### config.mk
export PLATFORM = sky130hd
export DESIGN_NAME = brt_timer
export DESIGN_NICKNAME = d
export VERILOG_FILES = /design/src/rtl/brt_pkg.sv /design/src/rtl/brt_reload_reg.sv /design/src/rtl/brt_counter.sv /design/src/rtl/brt_tick_gen.sv /design/src/rtl/brt_timer.sv
export SDC_FILE = /design/constraint.sdc
export NUM_CORES = 1
export LEC_CHECK = 0
export BUFFER_PORTS_ARGS = -buffer_cell sky130_fd_sc_hd__buf_2
export CORE_MARGIN = 2
export CORE_UTILIZATION = 53
export DETAILED_ROUTE_END_ITERATION = 7
export MAX_ROUTING_LAYER = met4
export PLACE_DENSITY = 0.84
export SLEW_MARGIN = 10
export SYNTH_ARGS = -nofsm -noshare
export SYNTH_HDL_FRONTEND = slang
export SYNTH_SLANG_ARGS = --single-unit
### constraint.sdc
create_clock -name clk -period 2.3 [get_ports clk]
set_clock_uncertainty 0.15 [all_clocks]
set_input_delay 0.115 -clock clk [delete_from_list [all_inputs] [get_ports clk]]
set_output_delay 0.115 -clock clk [all_outputs]
set_load 0.05 [all_outputs]
### src/rtl/brt_pkg.sv
package brt_pkg;
  localparam int unsigned CNT_W = 16;
endpackage

### src/rtl/brt_reload_reg.sv
module brt_reload_reg #(
  parameter int unsigned W = brt_pkg::CNT_W
) (
  input  logic         clk,
  input  logic         rst_n,
  input  logic         run,
  input  logic         wr_en,
  input  logic [W-1:0] wr_data,
  output logic [W-1:0] reload_q,
  output logic         load_now,
  output logic [W-1:0] load_val,
  output logic         pending_q
);
  // A write made while stopped is remembered until run is seen high
  always_ff @(posedge clk) begin
    if (!rst_n) begin
      reload_q  <= '0;
      pending_q <= 1'b0;
    end else begin
      if (wr_en) reload_q <= wr_data;
      if (run)        pending_q <= 1'b0;
      else if (wr_en) pending_q <= 1'b1;
    end
  end

  assign load_now = run && (wr_en || pending_q);
  assign load_val = wr_en ? wr_data : reload_q;


  pend_set_chk: assert property (@(posedge clk) disable iff (!rst_n)
    (!run && wr_en) |=> pending_q);

  pend_clr_chk: assert property (@(posedge clk) disable iff (!rst_n)
    run |=> !pending_q);
endmodule

### src/rtl/brt_counter.sv
module brt_counter #(
  parameter int unsigned W = brt_pkg::CNT_W
) (
  input  logic         clk,
  input  logic         rst_n,
  input  logic         run,
  input  logic         load_now,
  input  logic [W-1:0] load_val,
  output logic [W-1:0] count_q,
  output logic         expire
);
  assign expire = run && !load_now && (count_q == '0);

  always_ff @(posedge clk) begin
    if (!rst_n)                 count_q <= '0;
    else if (load_now || expire) count_q <= load_val;
    else if (run)               count_q <= count_q - 1'b1;
  end


  dec_step_chk: assert property (@(posedge clk) disable iff (!rst_n)
    (run && !load_now && count_q != '0) |=> count_q == $past(count_q) - 1'b1);

  hold_stop_chk: assert property (@(posedge clk) disable iff (!rst_n)
    !run |=> $stable(count_q));
endmodule

### src/rtl/brt_tick_gen.sv
module brt_tick_gen (
  input  logic clk,
  input  logic rst_n,
  input  logic expire,
  output logic tick_q
);
  always_ff @(posedge clk) begin
    if (!rst_n) tick_q <= 1'b0;
    else        tick_q <= expire;
  end
endmodule

### src/rtl/brt_timer.sv
module brt_timer #(
  parameter int unsigned W = brt_pkg::CNT_W
) (
  input  logic         clk,
  input  logic         rst_n,
  input  logic         run,
  input  logic         wr_en,
  input  logic [W-1:0] wr_data,
  output logic [W-1:0] rd_data,
  output logic         tick
);
  logic [W-1:0] reload_q, load_val, count_q;
  logic         load_now, pending_q, expire;

  brt_reload_reg #(.W(W)) u_rld (
    .clk, .rst_n, .run, .wr_en, .wr_data,
    .reload_q, .load_now, .load_val, .pending_q
  );

  brt_counter #(.W(W)) u_cnt (
    .clk, .rst_n, .run, .load_now, .load_val, .count_q, .expire
  );

  brt_tick_gen u_tick (
    .clk, .rst_n, .expire, .tick_q(tick)
  );

  assign rd_data = count_q;


  run_write_chk: assert property (@(posedge clk) disable iff (!rst_n)
    (run && wr_en) |=> rd_data == $past(wr_data));

  tick_reload_chk: assert property (@(posedge clk) disable iff (!rst_n)
    tick |-> rd_data == reload_q);

  no_tick_stop_chk: assert property (@(posedge clk) disable iff (!rst_n)
    !run |=> !tick);

  write_beats_tick_chk: assert property (@(posedge clk) disable iff (!rst_n)
    wr_en |=> !tick);
endmodule

### Yosys cells after proc, flatten, opt, wreduce, memory -nomap -nowiden

Cells that the tools add are included.

| word-level totals | value |
|---|---|
| bits in registers | 34 |
| bits of input ports | 20 |
| output and inout port bits | 17 |

| cells by class | value |
|---|---|
| reductions and logical operators | 9 |
| multiplexer cells | 3 |
| add/sub/neg operators | 1 |
| bitwise gates (word level) | 1 |

Operators by type and width:

| cell | count |
|---|---|
| $mux W16 | 3 |
| $logic_not A16 Y1 | 1 |
| $sub A16 B1 Y16 const B | 1 |
| $logic_and A1 B1 Y1 | 3 |
| $logic_or A1 B1 Y1 | 2 |
| $reduce_bool A2 Y1 | 1 |
| $reduce_or A2 Y1 | 1 |
| $logic_not A1 Y1 | 1 |
| $not A1 Y1 | 1 |

### Logic depth before layout (Yosys ltp)

Gate-level depths: netlist (run 1).

| depth | value |
|---|---|
| depth after elaboration | 7 |
| depth in mapped cells | 8 |

### Cells and area by module

From an unflattened synthesis (run 1), not the netlist that was laid out.

| unflattened totals | value |
|---|---|
| cells, all modules | 167 |
| area total of the unflattened synthesis | 1,786.7 um^2 |

Modules (own cells, without submodules):

| module | times used | area an instance (um^2) | cells each | seq. area each (um^2) |
|---|---|---|---|---|
| brt_counter | 1 | 1,048.5 | 110 | 320.3 |
| brt_reload_reg | 1 | 711.9 | 55 | 340.3 |
| brt_tick_gen | 1 | 26.3 | 2 | 20.0 |

### Worst setup path after synthesis (run 1)

OpenSTA, ideal clock, no wires.

| path | value |
|---|---|
| path kind | register to register |
| start | register u_cnt.count_q[0] |
| end | register u_cnt.count_q[13] |
| cell stages (with the launch flop) | 8 |
| path slack | -0.043 ns |
| required time | 2.076 ns |
| period minus slack after synthesis | 2.343 ns |
| arrival | 2.118 ns |
| cells stage by stage | dfxtp_1 > inv_1 > ha_1 > nor3b_1 > nand2_1 > o21ai_2 > or4_1 > a31oi_1 |

| on the way | value |
|---|---|
| cells in the longest elaborated chain, start to end | 4 |

RTL lines:

| item | line | RTL |
|---|---|---|
| from (decl) | brt_counter.sv:9 | `output logic [W-1:0] count_q,` |
| from (signal assigned) | brt_counter.sv:16 | `else if (load_now \|\| expire) count_q <= load_val;` |
| from (signal assigned) | brt_counter.sv:17 | `else if (run) count_q <= count_q - 1'b1;` |
| branches (longest 4 deep; another with $sub A16 B1 Y16) | - |  |

Parallel ways; which one is timed is not known. The select of a mux whose other input is x is not followed.
A chain may end at the register's enable or synchronous reset.

### Worst setup path in the final report (run 1)

| path | value |
|---|---|
| start | register u_cnt.count_q[0] |
| end | register u_cnt.count_q[11] |

Same word-level chain as after synthesis.

==> metrics.md, run 1 <==
| Metric | Value |
|---|---|
| Worst r2r src | `u_cnt.count_q[0]` |
| Kind of end point of the critical path | `register` |
| Maxcap violations | `0` |
| Crit path launch type | `register` |
| Antenna Nets Post-Route | `0` |
| Hold Path Cell Cnt | `3` |
| Die ar. | `3710 um2` |
| Period Utilization, post-route | `0.943` |
| Starting Density | `0.558` |
| Critical path type | `reg -> reg` |
| Setup violations, final | `0` |
| Gpl congestion | `0.982` |
| CP peak stage delay | `0.47 ns` |
| CTS sink count | `34` |
| Diode count | `0` |
| TritonCTS clock tree | `yes` |
| Largest net degree at the start of global routing | `23` |
| Chip height | `60.9 um` |
| Static Leak | `0.949 nW` |
| Worst R2R End | `u_cnt.count_q[11]` |
| Final WL | `4800 um` |
| Clk_lat worst skew | `0.35 ns` |
| DP HPWL | `3230 um` |
| Row count | `20` |
| Total chip power | `1.65 mW` |
| Run status | `complete, no violations` |
| RSZ-0062 raised after global routing | `false` |
| Final min period | `2.17 ns` |
| Layout cells sized above 1 | `0.280` |
| Synth-to-layout area growth | `27.4%` |
| Most frequent cells in the layout | `buf_2, dfxtp_1, nor2_1` |
| Max-slew headroom | `0.506` |
| CP top delay family | `simple AND/OR/NAND/NOR gates` |
| Setup TNS | `0 ns` |
| H-tree lvl count | `2` |
| Clock Pin Slew Worst Setup and Hold Paths | `0.10 ns` |
| Initial antenna violation count | `0` |
| TritonCTS buffer count | `5` |
| Final Hold Vio Count | `0` |
| CP bufs+invs | `2` |
| Synth warn | `0` |
| Worst hold-check path type | `in -> reg` |
| TritonRoute pass-1 iters | `4` |
| Wire length per cell | `15.9 um` |
| DRC Markers | `0` |
| Vias in the first global route | `1566` |
| CTS Buffer Depth | `2` |
| Worst-case hold slack | `0.0149 ns` |
| Initial DRC count | `133` |
| Leading cell type in the layout, fill and taps excluded | `buf_2` |
| Worst path arrival time | `2.27 ns` |
| Total Routing Usage GR | `0.293` |
| Worst-case reg-to-reg path depth | `8` |
| Slowest cell on crit path | `or3b_2` |
| Synth Instances | `199` |
| Hold Crit Endpoint | `u_rld.reload_q[0]` |
| Hold Startpoint | `wr_data[0]` |
| Worst-Margin Slew | `0.740 ns` |
| Wire length of the first global-routing pass | `7620 um` |
| Post-CTS setup buffer count | `0` |
| Mean Syn Cell Area | `8.63 um2` |
| Drt via density | `5.90` |
| Fmax | `461 MHz` |
| Critical Path, Cell by Cell | `inv_1 -> ha_1 -> or3b_2 -> nor2_1 -> a21oi_1 -> buf_4 -> mux2i_1 -> a32o_1` |
| Vias | `1776` |
| Die width | `60.9 um` |
| CP Max Fanout | `5` |
| Maximum vdd drop | `0.497 mV` |
| Worst path required time | `2.40 ns` |
| Core area | `3080 um2` |
| Seq cells post-synth | `34` |
| GR Overflow Total | `0` |
| PortBufs | `36` |
| Synth Net Count | `220` |
| Synthesized area | `1720 um2` |
| Root Buffer | `clkbuf_4` |
| Post-synth cell types | `48` |
| Reg2Reg Setup Slack | `0.13 ns` |
| Power Density | `755 nW/um2` |
| Final net count | `278` |
| Final core occ | `0.711` |
| I/O pins | `37` |
| Sequential area share after synthesis | `0.396` |
| Max Slew Vio Count | `0` |
kinds of logic after synthesis:
| family | synth area share |
|---|---|
| adders and majority gates | 0.00728 |
| muxes | 0.101 |
| buffers and inverters | 0.0466 |
| DFF | 0.396 |
| AOI/OAI and AO/OA | 0.221 |
| and+or+nand+nor | 0.228 |
worst max path at each step:
stage	end	from	slack [ns]	cells past startpoint
after floorplan	u_cnt.count_q[13]	u_cnt.count_q[1]	0.02	7
after global placement	u_cnt.count_q[10]	u_cnt.count_q[7]	0.13	5
after detailed placement	u_cnt.count_q[10]	u_cnt.count_q[7]	0.09	5
after CTS	u_cnt.count_q[10]	u_cnt.count_q[7]	0.06	5
after global routing	u_cnt.count_q[2]	u_cnt.count_q[0]	0.004	8
final	u_cnt.count_q[11]	u_cnt.count_q[0]	0.13	8
registers in the layout, indices dropped and copies added, names as in the netlist:
register         flops
u_tick.tick_q        1
u_cnt.count_q       16
u_rld.pending_q      1
u_rld.reload_q      16
final cells by class:
cell class                 count  area (um2)
multi-input combinational    147         970
clock buffer                   7        45.0
sequential                    34         682
timing repair buffer          62         410
inverter                       7        26.3
fill                         277         890
tap                           44        55.1
through the flow:
stage	instances	worst slack [ns]	cell area [um2]
after floorplan	199	0.0241	1720
after global placement	280	0.133	1990
after detailed placement	280	0.0920	1990
after CTS	301	0.0598	2180
after global routing	301	0.00386	2190
final	301	0.132	2190
synth_stat cells, drive strengths merged:
master   number  area (um2)
o2bb2ai       1        8.76
o2111ai       1        8.76
or3b          1        8.76
o311a         1        10.0
mux2i        14         140
o21ai        17        88.8
or2           1        6.26
inv           7        26.3
o311ai        2        17.5
o211ai        2        15.0
buf           5        31.3
nand2        10        37.5
nand4         1        6.26
nand2b        2        12.5
dfxtp        34         681
a221oi        1        8.76
ha            1        12.5
or3           3        20.0
mux2          3        33.8
nand3         5        25.0
a21oi         8        40.0
and2          2        12.5
a311oi        2        17.5
nor3          9        50.1
o32ai         1        8.76
clkbuf        6        22.5
nor3b         2        15.0
nor4          7        43.8
a211oi        2        15.0
a32o          3        30.0
a31o          2        17.5
o21a          1        7.51
a211o         1        8.76
nor2         24         103
o31ai         2        15.0
and3          1        6.26
a31oi         5        31.3
or4           5        45.0
o221a         1        11.3
o22ai         3        18.8
tightest hold or removal path, delay by kind of cell:
| kind | cells | cell delay, ns |
|---|---|---|
| buffers and inverters | 1 | 0.08 |
| muxes | 1 | 0.17 |
| and+or+nand+nor | 1 | 0.12 |
metal layers:
metal / vias to the layer above / wire (um) / part of all wire / global-route usage
met5: - / 0 / 0 / -
met4: 0 / 93 / 0.019 / 0.121
met3: 11 / 331 / 0.069 / 0.0640
met2: 78 / 2240 / 0.47 / 0.436
met1: 821 / 2140 / 0.45 / 0.383
li1: 866 / - / - / -
power by group:
group          switching, mW  internal [mW]  total [mW]
registers             0.0530          0.639       0.692
logic                  0.404          0.244       0.648
clock network          0.197          0.115       0.312
repair_timing:
item                                    4_1_cts  5_1_grt
hold endpoints to repair                     15        0
endpoints found under the setup margin        0        2
resized for setup                             0        2
hold buffers                                 14        0
(Power assumes the default switching activity.)
==> run 2, diff against run 1 <==
--- a/config.mk
+++ b/config.mk
@@ -5,12 +5,15 @@
 export SDC_FILE = /design/constraint.sdc
 export NUM_CORES = 1
 export LEC_CHECK = 0
+export ABC_AREA = 1
 export BUFFER_PORTS_ARGS = -buffer_cell sky130_fd_sc_hd__buf_2
 export CORE_MARGIN = 2
-export CORE_UTILIZATION = 53
+export CORE_UTILIZATION = 54
 export DETAILED_ROUTE_END_ITERATION = 7
+export GPL_TIMING_DRIVEN = 0
 export MAX_ROUTING_LAYER = met4
-export PLACE_DENSITY = 0.84
+export PLACE_DENSITY = 0.85
+export SKIP_LAST_GASP = 1
 export SLEW_MARGIN = 10
 export SYNTH_ARGS = -nofsm -noshare
 export SYNTH_HDL_FRONTEND = slang
==> metrics.md, run 2 <==
| Metric | Value |
|---|---|
| Run status | `complete, no violations` |
| H-tree lvl count | `2 (unchanged)` |
| Worst r2r src | `u_cnt.count_q[0]` |
| Leading cell type in the layout, fill and taps excluded | `nand2_1` |
| Wire length per cell | `12.6 um (-21%)` |
| Initial DRC count | `112 (-16%)` |
| Synthesized area | `1790 um2 (+4.0%)` |
| Sequential power share | `0.404 (-0.015)` |
| Starting Density | `0.576 (+0.0177)` |
| Period Utilization, post-route | `0.894 (-0.0483)` |
| Static Leak | `1.22 nW (+29%)` |
| CTS sink count | `34 (unchanged)` |
| Critical path type | `in -> reg` |
| Filler cells | `237 (-14%)` |
| RSZ-0062 raised after global routing | `false` |
| Synth top area share | `0.381 (-0.0153)` |
| Hold Crit Endpoint | `u_rld.pending_q` |
| Core area | `3100 um2 (+0.81%)` |
| Power Density | `724 nW/um2 (-4.1%)` |
| Row count | `20 (unchanged)` |
| Kind of end point of the critical path | `register` |
| Crit path launch type | `primary input` |
| Mean Syn Cell Area | `6.95 um2 (-19%)` |
| TritonRoute pass-1 iters | `4 (unchanged)` |
| Final min period | `2.06 ns (-0.111 ns)` |
| Setup TNS | `0 ns (unchanged)` |
| Reg2Reg Setup Slack | `0.33 ns (+0.20 ns)` |
| Diode count | `0 (unchanged)` |
| Antenna Nets Post-Route | `0 (unchanged)` |
| Die ar. | `3780 um2 (+1.9%)` |
| Post-synth cell types | `27 (-44%)` |
| Dominant cells by area after synthesis | `dfxtp_1, nand2_1, nor2_1` |
| Max-slew headroom | `0.622 (+0.116)` |
| Die width | `61.5 um (+0.97%)` |
| Post-CTS sizing | `0 (unchanged)` |
| Synth warn | `0 (unchanged)` |
| Vias | `1931 (+8.7%)` |
| Int Pwr | `1.02 mW (+2.1%)` |
| Layout cells sized above 1 | `0.176 (-0.104)` |
| TritonCTS clock tree | `yes` |
| Worst-Margin Slew | `0.564 ns (-0.176 ns)` |
| DRC Markers | `0 (unchanged)` |
| Largest net degree at the start of global routing | `12 (-48%)` |
| Final net count | `349 (+26%)` |
| Hold Startpoint | `wr_en` |
| Hold Path Cell Cnt | `4 (+1)` |
| Worst R2R End | `u_cnt.count_q[0]` |
| Worst-case reg-to-reg path depth | `10 (+2)` |
| Setup violations, final | `0 (unchanged)` |
| I/O pins | `37 (unchanged)` |
| Final Hold Vio Count | `0 (unchanged)` |
| Worst path arrival time | `2.17 ns (-0.10 ns)` |
| GR Overflow Total | `0 (unchanged)` |
| DP HPWL | `2950 um (-8.5%)` |
| Synth Net Count | `278 (+26%)` |
| Synth Instances | `257 (+29%)` |
| Sequential area share after synthesis | `0.381 (-0.0153)` |
| Layout Cells excl Fill | `373 (+24%)` |
| Most common cell in the netlist | `nand2_1` |
| Largest regs | `u_cnt.count_q (16), u_rld.reload_q (16)` |
| Root Buffer | `clkbuf_4` |
| Asr flop ratio synth | `0 (unchanged)` |
| Post-synth top cells | `nand2_1, nor2_1, dfxtp_1, nand3_1, inv_1` |
| Clock network fraction of design power | `0.213 (+0.024)` |
| Switching power | `0.697 mW (+6.6%)` |
| Wire length of the first global-routing pass | `7750 um (+1.6%)` |
| Drt via density | `5.18 (-12%)` |
| Maximum vdd drop | `0.470 mV (-5.3%)` |
| Vias in the first global route | `1845 (+18%)` |
| Inst Count DP | `336 (+20%)` |
| Worst hold-check path type | `in -> reg` |
| Clk_lat worst skew | `0.36 ns (about the same)` |
| Combinational Power Share | `0.383 (-0.009)` |
| Maxcap violations | `0 (unchanged)` |
| Post-synth EDFFs | `0 (unchanged)` |
| Chip height | `61.5 um (+0.97%)` |
| Top_reg_cell synth | `dfxtp_1` |
| Seq cells post-synth | `34 (unchanged)` |
| CP Max Fanout | `2 (-3)` |
| Synth-to-layout area growth | `32.7%` |
| Total Routing Usage GR | `0.290 (-0.00267)` |
| Initial antenna violation count | `0 (unchanged)` |
| Synth area leader | `dfxtp_1` |
| TritonCTS buffer count | `5 (unchanged)` |
| Switching share of power | `0.406 (+0.0103)` |
| Clock Pin Slew Worst Setup and Hold Paths | `0.12 ns (+0.02 ns)` |
| CTS Buffer Depth | `2 (unchanged)` |
| Gpl congestion | `0.873 (-11%)` |
| Fmax | `486 MHz (+5.4%)` |
| Final WL | `4680 um (-2.4%)` |
| PortBufs | `35 (-2.8%)` |
| Most frequent cells in the layout | `nand2_1, nor2_1, buf_2` |
| Worst path required time | `2.41 ns (about the same)` |
| Max Slew Vio Count | `0 (unchanged)` |
run 2: changes by cell type in the layout (fill, tap and decap cells not counted), moves of 5 or more:
cell and delta:
o21ai_0 -12, inv_1 +13, a21oi_1 -8, nor3_1 -7, nor2_1 +22, dlygate4sd3_1 +15
nor4_1 -6, nand3_1 +21, buf_4 -12, a31oi_1 -5, nand2_1 +74
run 2: cell type report:
| class | instances | area [um2] | area share |
|---|---|---|---|
| multi-input cells | 194 | 966 | 0.407 |
| flip-flops and latches | 34 | 681 | 0.287 |
| repair buffers | 64 | 465 | 0.196 |
| inverters | 22 | 85.1 | 0.0359 |
| plain buffers | 7 | 55.1 | 0.0232 |
| well taps | 44 | 55.1 | 0.0232 |
| clock buffers | 6 | 51.3 | 0.0216 |
| clock inverters | 2 | 12.5 | 0.00528 |
run 2: what timing repair did:
item,in CTS,in global routing
hold buffers,29,0
setup buffers,0,0
hold endpoints to repair,27,0
run 2: cell families after synthesis:
| kind of cell | after synthesis | synth area share |
|---|---|---|
| adders and majority gates | 1 | 0.00700 |
| buffers and inverters | 29 | 0.0784 |
| DFF | 34 | 0.381 |
| and+or+nand+nor | 165 | 0.396 |
| muxes | 16 | 0.0896 |
| xor gates and xnor gates | 4 | 0.0196 |
| AOI/OAI and AO/OA | 8 | 0.0287 |
run 2: power groups by stage:
stage,Combinational (mW),Clock [mW],Sequential [mW]
after global placement,0.590,0,0.703
after global routing,0.730,0.397,0.701
after CTS,0.647,0.364,0.692
after detailed placement,0.601,0,0.705
final,0.657,0.365,0.694
after floorplan,0.364,0,0.814
run 2: metrics by stage:
stage          total power, mW  hold slack, ns  utilization  setup WS [ns]  instance area, um2
2_1_floorplan             1.18           0.114            -          0.340                1790
3_3_place_gp              1.29           0.224        0.650          0.477                2020
3_5_place_dp              1.31           0.233        0.650          0.458                2020
4_1_cts                   1.70          0.0383        0.764          0.267                2370
5_1_grt                   1.83          0.0309        0.764          0.188                2370
6_report                  1.72          0.0291        0.764          0.243                2370
run 2: critical path: stages:
cell and delay (ns):
dlygate4sd3_1 0.56, buf_2 0.13, mux2i_1 0.19, dlygate4sd3_1 0.59, nor2_1 0.04, dlygate4sd3_1 0.55
run 2: how the worst max path moves through the flow:
stage / from / endpoint / slack, ns
2_1_floorplan: u_cnt.count_q[0] / u_cnt.count_q[7] / 0.34
3_3_place_gp: u_cnt.count_q[0] / u_cnt.count_q[4] / 0.48
3_5_place_dp: u_cnt.count_q[0] / u_cnt.count_q[2] / 0.46
4_1_cts: wr_data[1] / u_rld.reload_q[1] / 0.27
5_1_grt: u_cnt.count_q[0] / u_cnt.count_q[2] / 0.19
6_report: wr_data[1] / u_rld.reload_q[1] / 0.24
run 2: per-layer routing:
metal  track usage  up-vias  share of wire
met1         0.318      902           0.41
met3        0.0798       13          0.051
met2         0.492       59           0.52
met4         0.119        0          0.024
li1              -      957              -
met5             -        -              0
